[src/rtl/stride_pf_pkg.sv]
package stride_pf_pkg;
  localparam int CONF_W = 2;
  localparam logic [CONF_W-1:0] CONF_MAX = '1;

  typedef enum logic [1:0] {
    LK_MISS  = 2'd0,
    LK_LEARN = 2'd1,
    LK_MATCH = 2'd2
  } lk_kind_e;

  function automatic logic [CONF_W-1:0] conf_up(input logic [CONF_W-1:0] c);
    return (c == CONF_MAX) ? c : c + 1'b1;
  endfunction

  function automatic logic [CONF_W-1:0] conf_down(input logic [CONF_W-1:0] c);
    return (c == '0) ? c : c - 1'b1;
  endfunction
endpackage

[src/rtl/stride_pf_table.sv]
module stride_pf_table
  import stride_pf_pkg::*;
#(
  parameter int IDX_W  = 4,
  parameter int TAG_W  = 28,
  parameter int ADDR_W = 32
) (
  input  logic              clk,
  input  logic              rst_n,
  input  logic [IDX_W-1:0]  rd_idx,
  output logic              rd_valid,
  output logic [TAG_W-1:0]  rd_tag,
  output logic [ADDR_W-1:0] rd_last,
  output logic [ADDR_W-1:0] rd_stride,
  output logic [CONF_W-1:0] rd_conf,
  input  logic              wr_en,
  input  logic [IDX_W-1:0]  wr_idx,
  input  logic [TAG_W-1:0]  wr_tag,
  input  logic [ADDR_W-1:0] wr_last,
  input  logic [ADDR_W-1:0] wr_stride,
  input  logic [CONF_W-1:0] wr_conf
);
  localparam int DEPTH = 1 << IDX_W;

  logic              vld_q    [DEPTH];
  logic [TAG_W-1:0]  tag_q    [DEPTH];
  logic [ADDR_W-1:0] last_q   [DEPTH];
  logic [ADDR_W-1:0] stride_q [DEPTH];
  logic [CONF_W-1:0] conf_q   [DEPTH];

  for (genvar e = 0; e < DEPTH; e++) begin : g_entry
    always_ff @(posedge clk) begin
      if (!rst_n) begin
        vld_q[e]    <= 1'b0;
        tag_q[e]    <= '0;
        last_q[e]   <= '0;
        stride_q[e] <= '0;
        conf_q[e]   <= '0;
      end else if (wr_en && (wr_idx == IDX_W'(e))) begin
        vld_q[e]    <= 1'b1;
        tag_q[e]    <= wr_tag;
        last_q[e]   <= wr_last;
        stride_q[e] <= wr_stride;
        conf_q[e]   <= wr_conf;
      end
    end
  end

  assign rd_valid  = vld_q[rd_idx];
  assign rd_tag    = tag_q[rd_idx];
  assign rd_last   = last_q[rd_idx];
  assign rd_stride = stride_q[rd_idx];
  assign rd_conf   = conf_q[rd_idx];
endmodule

[src/rtl/stride_pf_calc.sv]
module stride_pf_calc
  import stride_pf_pkg::*;
#(
  parameter int TAG_W     = 28,
  parameter int ADDR_W    = 32,
  parameter int ISSUE_MIN = 1
) (
  input  logic [TAG_W-1:0]  obs_tag,
  input  logic [ADDR_W-1:0] obs_addr,
  input  logic              rd_valid,
  input  logic [TAG_W-1:0]  rd_tag,
  input  logic [ADDR_W-1:0] rd_last,
  input  logic [ADDR_W-1:0] rd_stride,
  input  logic [CONF_W-1:0] rd_conf,
  output lk_kind_e          kind,
  output logic [ADDR_W-1:0] nx_stride,
  output logic [CONF_W-1:0] nx_conf,
  output logic              issue,
  output logic [ADDR_W-1:0] pred_addr
);
  logic [ADDR_W-1:0] delta;
  logic              hit;

  assign hit       = rd_valid && (rd_tag == obs_tag);
  assign delta     = obs_addr - rd_last;
  assign pred_addr = obs_addr + delta;

  always_comb begin
    kind      = LK_MISS;
    nx_stride = '0;
    nx_conf   = '0;
    issue     = 1'b0;
    if (hit) begin
      if ((delta == rd_stride) && (delta != '0)) begin
        kind      = LK_MATCH;
        nx_stride = rd_stride;
        nx_conf   = conf_up(rd_conf);
        issue     = (int'(nx_conf) >= ISSUE_MIN);
      end else begin
        kind      = LK_LEARN;
        nx_stride = delta;
        nx_conf   = conf_down(rd_conf);
      end
    end
  end
endmodule

[src/rtl/stride_pf_outq.sv]
module stride_pf_outq #(
  parameter int ADDR_W = 32
) (
  input  logic              clk,
  input  logic              rst_n,
  input  logic              load,
  input  logic [ADDR_W-1:0] load_addr,
  input  logic              pf_ready,
  output logic              pf_valid,
  output logic [ADDR_W-1:0] pf_addr
);
  always_ff @(posedge clk) begin
    if (!rst_n) begin
      pf_valid <= 1'b0;
      pf_addr  <= '0;
    end else if (load) begin
      pf_valid <= 1'b1;
      pf_addr  <= load_addr;
    end else if (pf_valid && pf_ready) begin
      pf_valid <= 1'b0;
    end
  end
endmodule

[src/rtl/stride_prefetcher.sv]
module stride_prefetcher
  import stride_pf_pkg::*;
#(
  parameter int PC_W      = 32,
  parameter int ADDR_W    = 32,
  parameter int IDX_W     = 4,
  parameter int ISSUE_MIN = 1
) (
  input  logic              clk,
  input  logic              rst_n,
  input  logic              obs_valid,
  input  logic [PC_W-1:0]   obs_pc,
  input  logic [ADDR_W-1:0] obs_addr,
  output logic              pf_valid,
  output logic [ADDR_W-1:0] pf_addr,
  input  logic              pf_ready
);
  localparam int TAG_W = PC_W - IDX_W;

  logic [IDX_W-1:0]  idx;
  logic [TAG_W-1:0]  tag;
  logic              rd_valid;
  logic [TAG_W-1:0]  rd_tag;
  logic [ADDR_W-1:0] rd_last, rd_stride, nx_stride, pred_addr;
  logic [CONF_W-1:0] rd_conf, nx_conf;
  lk_kind_e          kind;
  logic              issue;

  assign idx = obs_pc[IDX_W-1:0];
  assign tag = obs_pc[PC_W-1:IDX_W];

  stride_pf_table #(.IDX_W(IDX_W), .TAG_W(TAG_W), .ADDR_W(ADDR_W)) u_table (
    .clk(clk), .rst_n(rst_n),
    .rd_idx(idx), .rd_valid(rd_valid), .rd_tag(rd_tag),
    .rd_last(rd_last), .rd_stride(rd_stride), .rd_conf(rd_conf),
    .wr_en(obs_valid), .wr_idx(idx), .wr_tag(tag),
    .wr_last(obs_addr), .wr_stride(nx_stride), .wr_conf(nx_conf)
  );

  stride_pf_calc #(.TAG_W(TAG_W), .ADDR_W(ADDR_W), .ISSUE_MIN(ISSUE_MIN)) u_calc (
    .obs_tag(tag), .obs_addr(obs_addr),
    .rd_valid(rd_valid), .rd_tag(rd_tag), .rd_last(rd_last),
    .rd_stride(rd_stride), .rd_conf(rd_conf),
    .kind(kind), .nx_stride(nx_stride), .nx_conf(nx_conf),
    .issue(issue), .pred_addr(pred_addr)
  );

  stride_pf_outq #(.ADDR_W(ADDR_W)) u_outq (
    .clk(clk), .rst_n(rst_n),
    .load(obs_valid && issue && (kind == LK_MATCH)), .load_addr(pred_addr),
    .pf_ready(pf_ready), .pf_valid(pf_valid), .pf_addr(pf_addr)
  );
endmodule

[config.mk]
export PLATFORM = sky130hd
export DESIGN_NAME = stride_prefetcher
export DESIGN_NICKNAME = d
export VERILOG_FILES = /design/src/rtl/stride_pf_pkg.sv /design/src/rtl/stride_pf_table.sv /design/src/rtl/stride_pf_calc.sv /design/src/rtl/stride_pf_outq.sv /design/src/rtl/stride_prefetcher.sv
export SDC_FILE = /design/constraint.sdc
export NUM_CORES = 2
export LEC_CHECK = 0
export BUFFER_PORTS_ARGS = -buffer_cell sky130_fd_sc_hd__buf_4
export CAP_MARGIN = 20
export CORE_UTILIZATION = 59
export CTS_CLUSTER_SIZE = 14
export DETAILED_ROUTE_END_ITERATION = 7
export GPL_TIMING_DRIVEN = 0
export PLACE_DENSITY = 0.71
export SYNTH_ARGS = -nofsm -noshare
export SYNTH_HDL_FRONTEND = slang
export SYNTH_SLANG_ARGS = --single-unit
[constraint.sdc]
create_clock -name clk -period 13.7 [get_ports clk]
set_input_delay 1.37 -clock clk [delete_from_list [all_inputs] [get_ports clk]]
set_output_delay 1.37 -clock clk [all_outputs]
set_load 0.005 [all_outputs]
==> impl_results.md <==
- Die Y: 350 um
- Pwr Density: 142 nW/um^2
- Syn Std Cell Area: 71600 um^2
- Clock tree buffer depth: 3
- Yosys top cell area share: 62.4%
- Tmin final: 12.75 ns
- Detail Placement HPWL: 167000 um
- IO Pins: 101
- Final net count: 5385
- Area Growth Syn to Fin: 15.1%
- Share of cells above drive strength 1: 19.4%
- Crit path DAT: 13.39 ns
- CTS Hold Bufs: 0
- Final Hold Vio Count: 0
- Main combinational cell family by area after synthesis: multiplexers
- Setup TNS: 0 ns
- Syn_nets: 4989
- Clock Sinks: 1521
- Synth top area cells: edfxtp_1, mux4_2, and2_1
- CORE AREA: 120000 um^2
- Clock Pin Slew Worst Setup and Hold Paths: 0.06 ns
- RSZ-0062 raised after global routing: no
- CTS buffer count: 157
- Post-synth ARST share: 0%
- R2R cell count: 23
- Worst hold path type: reg -> reg
- Clk Tree Root Cell: clkbuf_16
- Worst-Margin Slew: 1.29 ns
- Placed Cells: 6692
- Synth Area in XOR/XNOR: 1.28%
- Max-Cap Viols: 0
- Leakage: 30.0 nW
- Worst slack at placement: 0.680 ns
- CP Class: in -> reg
- DR pass1 iterations: 8
- Die Span X: 350 um
- CP Max Fanout: 10
- Cell count after synthesis: 4854
- Most used flip-flop cell after synthesis: edfxtp_1
- CTS tree: done
- Final WL: 238000 um
- Min Hold Slack: 0.457 ns
- Largest area contributor in the netlist: edfxtp_1
- Clk Latency, worst-skew pair: 0.82 ns
- CTS H-Tree Depth: 4
- Post-DR vias/cell: 6.76
- PostCTS Resize Cnt: 0
- Drt wl/cell: 34.0 um
- Final Skew: 0.0448 ns
- Util after Layout: 68.6%
- Slowest stage delay, CP: 0.83 ns
- Met2 track demand over resource: 57.6%
- Internal: 8.39 mW
- Post-synthesis register bit count: 1521
- DIE AREA: 123000 um^2
- Routed via count: 47313
- Vias in the first global route: 45679
- Global-route wire length before repair: 333000 um
- Most used cell, CP: buf_2
- PortBufs: 96
- Antenna-violating nets left: 0
- Met3 Track Usage GR: 10.6%
- CP max-delay cell: clkbuf_1
- Syn Area/Cell: 14.7 um^2
- Row count: 127
- 1st-iter DRT viols: 8128
- Post-synthesis simple-gate area fraction: 13.6%
- Area of placed instances: 77400 um^2
- Crit share post-route: 93.1%
- P_sw: 3.29 mW
- Flop pwr share: 46.1%
- Yosys cell types: 93
- Final setup fails: 0
- Hold path depth: 2
- Compound-Gate Fraction of Synth Area: 3.08%
- Postcts setup bufs: 0
- Sequential share of the synthesized area: 63.3%
- Global Route Usage Sum: 39.4%
- Multiplexer area fraction after synthesis: 14.6%
- Setup crit start kind: input pin
- GPL Wtd Cong: 0.958
- Grt ovf: 0
- Largest net degree at the start of global routing: 25
- Comb pwr share: 18.3%
- Rel. slew slack: 13.7%
- Worst ir drop on vdd: 144 uV
- Non-Filler Instances: 7003
- Initial antenna violation count: 17
- Starting Density: 59.6%
- Outcome: completed
- Max Slew Vio Count: 0
- Grt met1 use: 53.8%
- Post-synth EDFFs: 1487
- Switching Share: 28.2%
- Critical Path End Type: register
- Clock power share: 35.6%
- Drt drc: 0
- Final worst slack: 0.951 ns
- Req. time, crit path: 14.34 ns
- Fin area: 82400 um^2
- Total power draw: 11.7 mW
- Post-synthesis adder-cell area fraction: 1.19%
- Grt peak-use layer: met2
- Maximum clock rate: 78.4 MHz
- Yosys warnings: 0
cells in the mapped netlist (all sizes together) (11+ instances only):
master and number:
a211oi 14, a21o 24, a21oi 61, and2 841, and3 11, buf 124
clkbuf 282, dfxtp 34, edfxtp 1487, ha 65, inv 83, mux2i 64
mux4 433, nand2 150, nand2b 13, nand3 28, nand4 20, nor2 573
nor2b 15, nor3 149, o211ai 13, o21ai 71, o22ai 11, or3 14
xnor2 60, xor2 27
flip-flops by register name (all words and copies together), names as in the netlist:
register,flops
u_table.stride_q,512
u_outq.pf_valid,1
u_table.last_q,512
u_table.tag_q,448
u_outq.pf_addr,32
u_table.vld_q,16
logic make-up (layout without fill, tap and decap cells):
logic type,count (synthesis),in the layout
buf+inv,494,1012
fa+ha+maj,67,67
xor+xnor,93,93
compound gates,312,312
other cells,0,19
mux,503,503
flops,1521,1521
simple gates,1864,1864
worst paths after layout:
kind,slack (ns),to,from
worst max-delay path,0.95,u_outq.pf_addr[30],obs_pc[1]
worst min-delay path,0.46,u_outq.pf_addr[6],u_outq.pf_addr[6]
worst max register to register,5.40,u_outq.pf_addr[30],u_table.last_q[12][14]
worst min register to register,0.46,u_outq.pf_addr[6],u_outq.pf_addr[6]
worst max-delay path: cells and delay by family:
family          cells  cell delay, ns
fa+ha+maj           2            0.66
simple gates        3            0.68
mux                 4            1.47
buf+inv            12            5.31
compound gates     10            3.79
layer usage:
layer	share of wire, %	wire length [um]
met3	14	32800
met5	0.011	25
met1	35	84200
met2	44	104000
met4	6.9	16400
cell usage in the layout (no fill, tap or decap), drive strengths merged, types with 24 or more instances in the layout:
master,n
nand3,28
dfxtp,34
clkinv,72
mux2i,64
and2,841
clkbuf,481
xor2,27
mux4,433
ha,65
buf,360
nand2,150
xnor2,60
o21ai,71
a21oi,61
nor3,149
nor2,573
inv,87
a21o,24
edfxtp,1487
final cells by class:
cell class,instances,area [um^2]
diodes,19,47.5
clock buffers,198,4210
plain buffers,406,1730
clock inverters,83,649
fillers,8171,37700
well taps,1612,2020
multi-input cells,2839,24400
flip-flops and latches,1521,45300
inverters,88,330
repair buffers,237,3670
power by group through the flow:
stage          combinational (mW)  sequential, mW  clock [mW]
3_5_place_dp                 2.06            5.48           0
6_report                     2.14            5.38        4.16
4_1_cts                      2.07            5.38        4.14
3_3_place_gp                 1.93            5.61           0
5_1_grt                      2.22            5.40        4.31
2_1_floorplan                1.24            5.51           0
Power figures use the tool's default switching activity.
